### src/rtl/ext_irq_pkg.sv
package ext_irq_pkg;
  localparam int CSR_W    = 8;
  localparam int BIT_PEND = 3;
  localparam int BIT_ACK  = 2;
  localparam int BIT_MASK = 1;
  localparam int BIT_MODE = 0;

  typedef enum logic {
    TRIG_EDGE       = 1'b0,
    TRIG_EDGE_LEVEL = 1'b1
  } trig_e;

  typedef struct packed {
    logic  mask;
    trig_e mode;
  } ctrl_t;
endpackage

### src/rtl/ext_irq_sync.sv
module ext_irq_sync #(
  parameter int STAGES = 2
) (
  input  logic clk,
  input  logic rst,
  input  logic pin_n,
  output logic lvl_o,
  output logic fall_o
);
  localparam int LAST = STAGES - 1;

  logic [STAGES-1:0] chain_q;
  logic              prev_q;

  generate
    if (STAGES < 2) begin : g_bad
      initial $error("ext_irq_sync needs at least two stages");
    end
  endgenerate

  generate
    for (genvar i = 0; i < STAGES; i++) begin : g_stage
      if (i == 0) begin : g_first
        always_ff @(posedge clk) begin
          if (rst) chain_q[0] <= 1'b1;
          else     chain_q[0] <= pin_n;
        end
      end else begin : g_next
        always_ff @(posedge clk) begin
          if (rst) chain_q[i] <= 1'b1;
          else     chain_q[i] <= chain_q[i-1];
        end
      end
    end
  endgenerate

  always_ff @(posedge clk) begin
    if (rst) prev_q <= 1'b1;
    else     prev_q <= chain_q[LAST];
  end

  assign lvl_o  = chain_q[LAST];
  assign fall_o = prev_q & ~chain_q[LAST];
endmodule

### src/rtl/ext_irq_csr.sv
module ext_irq_csr
  import ext_irq_pkg::*;
#(
  parameter int                ADDR_W   = 8,
  parameter logic [ADDR_W-1:0] REG_ADDR = '0
) (
  input  logic              clk,
  input  logic              rst,
  input  logic [ADDR_W-1:0] addr,
  input  logic              wr,
  input  logic [CSR_W-1:0]  wdata,
  input  logic              rd,
  input  logic              pend_i,
  output ctrl_t             ctrl_q,
  output ctrl_t             ctrl_d,
  output logic              ack_o,
  output logic [CSR_W-1:0]  rdata_o
);
  logic hit;
  logic unused_wbits;

  assign hit          = (addr == REG_ADDR);
  assign unused_wbits = ^wdata[CSR_W-1:BIT_PEND];

  always_comb begin
    ctrl_d = ctrl_q;
    if (wr && hit) begin
      ctrl_d.mask = wdata[BIT_MASK];
      ctrl_d.mode = trig_e'(wdata[BIT_MODE]);
    end
  end

  assign ack_o = wr & hit & wdata[BIT_ACK];

  always_ff @(posedge clk) begin
    if (rst) ctrl_q <= '{mask: 1'b0, mode: TRIG_EDGE};
    else     ctrl_q <= ctrl_d;
  end

  always_ff @(posedge clk) begin
    if (rst) begin
      rdata_o <= '0;
    end else if (rd && hit) begin
      rdata_o           <= '0;
      rdata_o[BIT_PEND] <= pend_i;
      rdata_o[BIT_MASK] <= ctrl_q.mask;
      rdata_o[BIT_MODE] <= ctrl_q.mode;
    end else begin
      rdata_o <= '0;
    end
  end
endmodule

### src/rtl/ext_irq_latch.sv
module ext_irq_latch
  import ext_irq_pkg::*;
(
  input  logic  clk,
  input  logic  rst,
  input  logic  fall_i,
  input  logic  lvl_i,
  input  trig_e mode_i,
  input  logic  mask_d_i,
  input  logic  ack_i,
  input  logic  halt_i,
  input  logic  clr_en_i,
  output logic  pend_o,
  output logic  irq_o
);
  logic set_evt;
  logic clr_ok;
  logic pend_d;

  assign set_evt = fall_i | ((mode_i == TRIG_EDGE_LEVEL) & ~lvl_i);
  assign clr_ok  = ack_i & (~halt_i | clr_en_i);
  // a new event outranks a clear in the same cycle
  assign pend_d  = set_evt | (pend_o & ~clr_ok);

  always_ff @(posedge clk) begin
    if (rst) begin
      pend_o <= 1'b0;
      irq_o  <= 1'b0;
    end else begin
      pend_o <= pend_d;
      irq_o  <= pend_d & ~mask_d_i;
    end
  end
endmodule

### src/rtl/ext_irq_ctrl.sv
module ext_irq_ctrl
  import ext_irq_pkg::*;
#(
  parameter int                ADDR_W      = 8,
  parameter logic [ADDR_W-1:0] REG_ADDR    = 8'h40,
  parameter int                SYNC_STAGES = 2
) (
  input  logic              clk,
  input  logic              rst,
  input  logic              irq_pin_n,
  input  logic [ADDR_W-1:0] bus_addr,
  input  logic              bus_wr,
  input  logic [7:0]        bus_wdata,
  input  logic              bus_rd,
  output logic [7:0]        bus_rdata,
  input  logic              dbg_halt,
  input  logic              dbg_clr_en,
  output logic              cpu_irq
);
  logic  sync_lvl;
  logic  sync_fall;
  logic  pend_q;
  logic  ack_w;
  ctrl_t ctrl_q;
  ctrl_t ctrl_d;

  ext_irq_sync #(.STAGES(SYNC_STAGES)) u_sync (
    .clk    (clk),
    .rst    (rst),
    .pin_n  (irq_pin_n),
    .lvl_o  (sync_lvl),
    .fall_o (sync_fall)
  );

  ext_irq_csr #(.ADDR_W(ADDR_W), .REG_ADDR(REG_ADDR)) u_csr (
    .clk     (clk),
    .rst     (rst),
    .addr    (bus_addr),
    .wr      (bus_wr),
    .wdata   (bus_wdata),
    .rd      (bus_rd),
    .pend_i  (pend_q),
    .ctrl_q  (ctrl_q),
    .ctrl_d  (ctrl_d),
    .ack_o   (ack_w),
    .rdata_o (bus_rdata)
  );

  ext_irq_latch u_latch (
    .clk      (clk),
    .rst      (rst),
    .fall_i   (sync_fall),
    .lvl_i    (sync_lvl),
    .mode_i   (ctrl_q.mode),
    .mask_d_i (ctrl_d.mask),
    .ack_i    (ack_w),
    .halt_i   (dbg_halt),
    .clr_en_i (dbg_clr_en),
    .pend_o   (pend_q),
    .irq_o    (cpu_irq)
  );
endmodule

### config.mk
export PLATFORM = sky130hd
export DESIGN_NAME = ext_irq_ctrl
export DESIGN_NICKNAME = d
export VERILOG_FILES = /design/src/rtl/ext_irq_pkg.sv /design/src/rtl/ext_irq_sync.sv /design/src/rtl/ext_irq_csr.sv /design/src/rtl/ext_irq_latch.sv /design/src/rtl/ext_irq_ctrl.sv
export SDC_FILE = /design/constraint.sdc
export NUM_CORES = 1
export LEC_CHECK = 0
export BUFFER_PORTS_ARGS = -buffer_cell sky130_fd_sc_hd__buf_2
export CAP_MARGIN = 10
export CORE_AREA = 2 2 39 41
export CTS_CLUSTER_SIZE = 30
export DETAILED_ROUTE_END_ITERATION = 10
export DIE_AREA = 0 0 41 43
export PLACE_DENSITY = 0.68
export SLEW_MARGIN = 40
export SYNTH_ARGS = -nofsm -noshare
export SYNTH_HDL_FRONTEND = slang
export SYNTH_SLANG_ARGS = --single-unit
### constraint.sdc
create_clock -name clk -period 1.2 [get_ports clk]
set_input_delay 0.12 -clock clk [delete_from_list [all_inputs] [get_ports clk]]
set_output_delay 0.12 -clock clk [all_outputs]
set_load 0.05 [all_outputs]
# Word level (Yosys, flattened, before mapping)
# Cells that the tools add are included.
[word_totals]
ff_bits = 15
in_bits = 23
output_inout_bits = 9
elab_cells = 29
[op_classes]
eq_ne = 1
muxes = 1
bitwise_logic = 15
reduce_logical = 3
[op_table]
columns = ["op", "count"]
rows = [
  ["$eq 8x7->1 const B", 1],
  ["$and 1x1->1", 7],
  ["$not 1->1", 5],
  ["$or 1x1->1", 3],
  ["$logic_and 1x1->1", 2],
  ["$mux 2", 1],
  ["$reduce_or 2->1", 1],
]

# Longest topological paths before layout
# Gate-level depths: netlist of run 1.
[logic_depth]
depth_word = 8
depth_mapped = 4
mapped_depth_nobuf = 4

# By module
# Synthesis of run 1 repeated with hierarchy kept, for this count alone.
[hier_totals]
cells_unflattened = 45
hier_area_um2 = 460.4
[modules_own_cells]
columns = ["module", "instances", "cells_per_inst", "area_per_inst_um2", "seq_area_each_um2"]
rows = [
  ["ext_irq_csr", 1, 28, 285.3, 100.1],
  ["ext_irq_latch", 1, 10, 90.1, 40.0],
  ["ext_irq_sync", 1, 7, 85.1, 60.1],
]

# Worst setup path before layout of run 1
# Ideal clock, no wire load.
[synth_path]
path_kind = "register to register"
startpoint = "register u_sync.chain_q[1] (netlist: u_sync.lvl_o)"
endpoint = "register u_latch.irq_o"
setup_time_ps = 58
t_arrival_ps = 931
t_required_ps = 1142
slack_ps = 211
path_stages_with_launch = 5
n_path_buf = 0
period_less_slack_ps = 989
cell_sequence = "dfxtp_1 > or2_4 > o221ai_2 > nor3b_2 > o21a_1"
[synth_via]
elab_chain_cells = 5
elab_cells_between_ends = 6
classes_between = "bitwise: 6"
[synth_lines]
columns = ["element", "line_no", "source"]
rows = [
  ["start, declared", "ext_irq_sync.sv:12", "logic [STAGES-1:0] chain_q;"],
  ["start signal, assigned by index", "ext_irq_sync.sv:31", "else chain_q[i] <= chain_q[i-1];"],
  ["$not 1->1 (*)", "ext_irq_sync.sv:43, ext_irq_latch.sv:20", ""],
  ["$and 1x1->1 (on tied branches)", "ext_irq_sync.sv:43, ext_irq_latch.sv:20", ""],
  ["$or 1x1->1 (*)", "ext_irq_latch.sv:20", "assign set_evt = fall_i | ((mode_i == TRIG_EDGE_LEVEL) & ~lvl_i);"],
  ["$or 1x1->1 (*)", "ext_irq_latch.sv:23", "assign pend_d = set_evt | (pend_o & ~clr_ok);"],
  ["$and 1x1->1 (*)", "ext_irq_latch.sv:31", "irq_o <= pend_d & ~mask_d_i;"],
  ["end signal, assigned", "ext_irq_latch.sv:31", ""],
  ["end, declared", "ext_irq_latch.sv:14", "output logic irq_o"],
]
# Mark *: on every way between the ends. The rest lies on a longest branch, timed or not.
# A chain may end at the register's enable or synchronous reset.

# Final worst setup path of run 1
# Same ends and word-level chain as after synthesis.

==> results_dict.tcl, run 1 <==
set metrics [dict create \
    crit_type "register to register" \
    rows 14 \
    maxCapViolations 0 \
    place_congestion 0.688 \
    dp_hpwl_um 641 \
    layout_commonest_cell "buf_2" \
    drive_gt1_share_pct 52.4 \
    place_area_um2 558 \
    period_share_pct 89.2 \
    hold_path_class "primary input to register" \
    syn_to_final_growth_pct 29.6 \
    start_kind "register" \
    p_per_area_mw_per_mm2 1150 \
    wl_um 723 \
    synth-simple-area-share_pct 30.4 \
    vias 333 \
    post_cts_resized 0 \
    fill_cells 150 \
    synth_top_family_by_area "simple AND/OR/NAND/NOR gates" \
    via_per_inst 4.22 \
    antenna_found_initial 0 \
    rsz0062_at_grt "false" \
    worst_slack_ns 0.130 \
    cts_made_buffers 3 \
    synth_cells 39 \
    clock_latency_ns 0.25 \
    crit_fanout 3 \
    ir_drop_mv 0.424 \
    postLayoutCoreUtil_pct 42.0 \
    cp.arrival_ns 1.27 \
    drcViolationCount 0 \
    critPathRequiredTime_ns 1.40 \
    fin_total_pwr_mw 0.666 \
    fmax_mhz 935 \
    routedWlPerCell_um 9.15 \
    yosys_warnings 0 \
    fp.dieW_um 41 \
    p_leak_nw 0.283 \
    stdcell_area_um2 581 \
    dp_slack_ns 0.0842 \
    seqCellArea_um2 200 \
    slew_violations 0 \
    synth.avg_cell_area_um2 11.5 \
    synth_mux_area_share_pct 4.47 \
    yosysUniqueCellTypes 18 \
    coreArea_mm2 0.00138 \
    start_util_pct 32.4 \
    syn-cell-area_um2 448 \
    cts-hold-fix-buffers 0 \
    ios 32 \
    fin_setup_tns_ns 0 \
    firstDrtPassIters 2 \
    clkTransAtPathRegs_ns 0.06 \
    drtIter0Drc 2 \
    grt_max_degree 7 \
    h-tree-depth 1 \
    grt_pass1_wl_mm 1.22 \
    synth-xor-area-share_pct 0 \
    fp.dieH_um 43 \
    clk_path_buf_depth 2 \
    multi_input_area_um2 218 \
    seq_area_frac_synth_pct 44.7 \
    fin_nets 88 \
    endpoint_kind "register" \
    grt.total_usage_pct 10.6 \
    skew_ns 0.000295 \
    final_hold_viol_count 0 \
    holdWs_ns 0.0443 \
    period_minus_slack_ns 1.07 \
    layout_common_cells "buf_2, dfxtp_1, conb_1" \
    grt_overflow 0 \
    die_area_mm2 0.00176 \
    cts_tree "built" \
    finalNonFillerCells 79 \
    n_antenna_cell 0 \
    synth_compound_area_share_pct 9.50 \
    ant_nets 0 \
    setup_viol 0 \
    cts-root-buf "clkbuf_4" \
    post-cts-setup-buffers 0 \
    status "completed" \
    dp.cells 76 \
    ys_seq_elements 10 \
    synthAdderAreaFrac_pct 0 \
    cts_sinks 10 \
    port_buffers 21 \
    grt_pass1_vias 303 \
]
[cells by family after synthesis]
| logic type | Yosys count |
|---|---|
| other | 1 |
| AO/OA/AOI/OAI | 5 |
| AND/OR/NAND/NOR | 14 |
| buffers and inverters | 7 |
| multiplexers | 2 |
| flip-flops | 10 |
[final timing paths]
kind	slack [ns]	endpoint	startpoint	cells past startpoint
worst max-delay path	0.13	u_latch.irq_o	u_sync.lvl_o	4
worst min-delay path	0.04	u_sync.chain_q[0]	irq_pin_n	2
worst max register to register	0.13	u_latch.irq_o	u_sync.lvl_o	4
worst min register to register	0.41	u_sync.lvl_o	u_sync.chain_q[0]	1
[Yosys cell counts]
master | n | share of area, %
nor4_4 | 1 | 4.7
buf_4 | 5 | 8.4
or2_4 | 1 | 2.0
dfxtp_1 | 10 | 45
nor4b_4 | 1 | 5.3
inv_1 | 2 | 1.7
conb_1 | 1 | 0.84
a31oi_1 | 1 | 1.4
and4b_1 | 1 | 2.2
or2_2 | 2 | 2.8
nor2_1 | 3 | 2.5
nor3b_2 | 1 | 2.8
o22ai_1 | 1 | 1.4
mux2i_1 | 2 | 4.5
and2_1 | 3 | 4.2
nand3_4 | 1 | 3.9
o221ai_2 | 1 | 3.4
o21a_1 | 2 | 3.4
[final cells by class]
| class | count | area share (%) |
|---|---|---|
| multi-input cells | 26 | 37.5 |
| clock buffers | 3 | 3.88 |
| inverters | 2 | 1.29 |
| well taps | 16 | 3.45 |
| repair buffers | 22 | 19.4 |
| flip-flops and latches | 10 | 34.5 |
[flip-flops by register name, summed over array words and instances (netlist names)]
signal,count
u_csr.ctrl_q,2
u_csr.rdata_o,3
u_latch.irq_o,1
u_latch.pend_o,1
u_sync.chain_q,1
u_sync.lvl_o,1
u_sync.prev_q,1
[routing by layer]
layer	vias to the layer above	global-route usage, %	routed length (µm)
li1	173	-	-
met1	147	10.4	232
met2	13	17.2	432
met3	0	7.85	57
met4	0	2.00	0
met5	-	0	0
[worst max-delay path, cell delays in order, from the launching register on]
cell,delay (ns)
dfxtp_1,0.30
or2_4,0.23
o221ai_2,0.17
nor3b_2,0.19
o21a_1,0.12
[report_power, final]
group	leakage [nW]	switching [mW]	internal [mW]
combinational	0.188	0.0689	0.0380
sequential	0.0814	0.00194	0.340
clock	0.0138	0.102	0.115
No activity file was read; power rests on OpenSTA's default activity.
==> run 2: changes to the inputs <==
Settings changed: PLACE_DENSITY 0.68 to not set, PLACE_DENSITY_LB_ADDON set to 0.1.
==> run 2 against run 1 <==
Net effect: first-iteration DRC count shrank 100%; via count is 3.0% lower; maximum frequency increased by 2.3%; combinational power about the same; flip-flop and latch count is the same; clock power is 2% lower; worst setup slack better by 0.024 ns; non-clock buffer count shrank 1; register-to-register slack better by 0.02 ns; critical path depth stayed put; clock skew up 0.0018 ns; global-route usage decreased by 0.39 points; largest cell class unchanged; highest routed layer unchanged.
==> results_dict.tcl, run 2 (synthesized netlist as in run 1, its figures left out) <==
set metrics [dict create \
    wl_met1_um 230 \
    coreArea_mm2 0.00138 \
    grt_max_degree 8 \
    place_area_um2 551 \
    grt_pass1_wl_mm 1.12 \
    top_regs "u_csr.rdata_o x3, u_csr.ctrl_q x2" \
    place_congestion 0.655 \
    skew_ns 0.00207 \
    wl_um 660 \
    period_share_pct 87.2 \
    ant_nets 0 \
    dp_slack_ns 0.104 \
    largest_reg_flops 3 \
    clk_path_buf_depth 2 \
    post_cts_resized 0 \
    routedWlPerCell_um 8.46 \
    slew_violations 0 \
    syn_to_final_growth_pct 27.9 \
    cts_tree "built" \
    hold_path_class "primary input to register" \
    start_util_pct 32.4 \
    worstHoldStart "irq_pin_n" \
    ir_drop_mv 0.572 \
    die_area_mm2 0.00176 \
    crit_type "register to register" \
    top_register "u_csr.rdata_o" \
    clkTransAtPathRegs_ns 0.06 \
    dp_hpwl_um 570 \
    highest_layer "met3" \
    start_kind "register" \
    status "completed" \
    drcViolationCount 0 \
    rows 14 \
    fin_nets 87 \
    clock_latency_ns 0.26 \
    grt_pass1_vias 288 \
    cts-hold-fix-buffers 0 \
    r2r_cells 4 \
    drive_gt1_share_pct 51.6 \
    ios 32 \
    crit_fanout 3 \
    grt_overflow 0 \
    reg2reg_from "u_sync.lvl_o" \
    cts_sinks 10 \
    postLayoutCoreUtil_pct 41.4 \
    worst_slack_ns 0.154 \
    layout_commonest_cell "buf_2" \
    maxCapViolations 0 \
    port_buffers 21 \
    cts-root-buf "clkbuf_4" \
    stdcell_area_um2 573 \
    endpoint_kind "register" \
    firstDrtPassIters 1 \
    period_minus_slack_ns 1.05 \
    met3WireLength_um 58 \
    fp.dieH_um 43 \
    rr_endpoint "u_latch.irq_o" \
    reg2reg_slack_ns 0.15 \
    critPathRequiredTime_ns 1.40 \
    wl_met2_um 372 \
    final_hold_viol_count 0 \
    layout_common_cells "buf_2, dfxtp_1, conb_1" \
    cp.arrival_ns 1.25 \
    hold_end "u_sync.chain_q[0]" \
    setup_viol 0 \
    p_per_area_mw_per_mm2 1150 \
    cts_made_buffers 3 \
    post-cts-setup-buffers 0 \
    p_leak_nw 0.278 \
    antenna_found_initial 0 \
    drtIter0Drc 0 \
    n_antenna_cell 0 \
    fmax_mhz 956 \
    vias 323 \
    rsz0062_at_grt "false" \
    fp.dieW_um 41 \
    holdPathStages 2 \
    fin_setup_tns_ns 0 \
    via_per_inst 4.14 \
    grt.total_usage_pct 10.2 \
    h-tree-depth 1 \
]
==> run 2: final cells by class <==
type	instances	area, µm²
multi-input cells	26	218
fillers	157	811
clock buffers	3	22.5
inverters	2	7.51
flip-flops and latches	10	200
well taps	16	20.0
repair buffers	21	105
==> run 2: routing by layer <==
metal	track usage [%]	vias up
met5	0	-
met4	4.00	0
met3	9.42	0
met2	14.4	12
met1	10.1	140
li1	-	171
==> run 2: worst max path at each step <==
stage,start,end,cells after the start
6_report,u_sync.lvl_o,u_latch.irq_o,4
3_5_place_dp,bus_addr[7],u_latch.irq_o,5
4_1_cts,u_sync.lvl_o,u_latch.irq_o,4
2_1_floorplan,u_sync.lvl_o,u_latch.irq_o,4
3_3_place_gp,bus_addr[7],u_latch.irq_o,5
5_1_grt,u_sync.lvl_o,u_latch.irq_o,4
==> run 2: per-stage QoR <==
| step | hold slack [ns] | instances | power (mW) |
|---|---|---|---|
| 3_5_place_dp | 0.304 | 75 | 0.455 |
| 4_1_cts | 0.0343 | 78 | 0.673 |
| 3_3_place_gp | 0.306 | 75 | 0.454 |
| 5_1_grt | 0.0413 | 78 | 0.700 |
| 2_1_floorplan | 0.192 | 43 | 0.425 |
| 6_report | 0.0425 | 78 | 0.660 |
==> run 2: power breakdown <==
| group | switching [mW] | internal (mW) | leakage, nW | total [mW] |
|---|---|---|---|---|
| Clock | 0.0984 | 0.115 | 0.0138 | 0.213 |
| Sequential | 0.00190 | 0.340 | 0.0814 | 0.342 |
| Combinational | 0.0685 | 0.0359 | 0.183 | 0.104 |
==> run 2: worst max-delay path: stages (launching register included) <==
cell and delay, ns:
dfxtp_1 0.29, or2_4 0.24, o221ai_2 0.17, nor3b_2 0.18, o21a_1 0.12
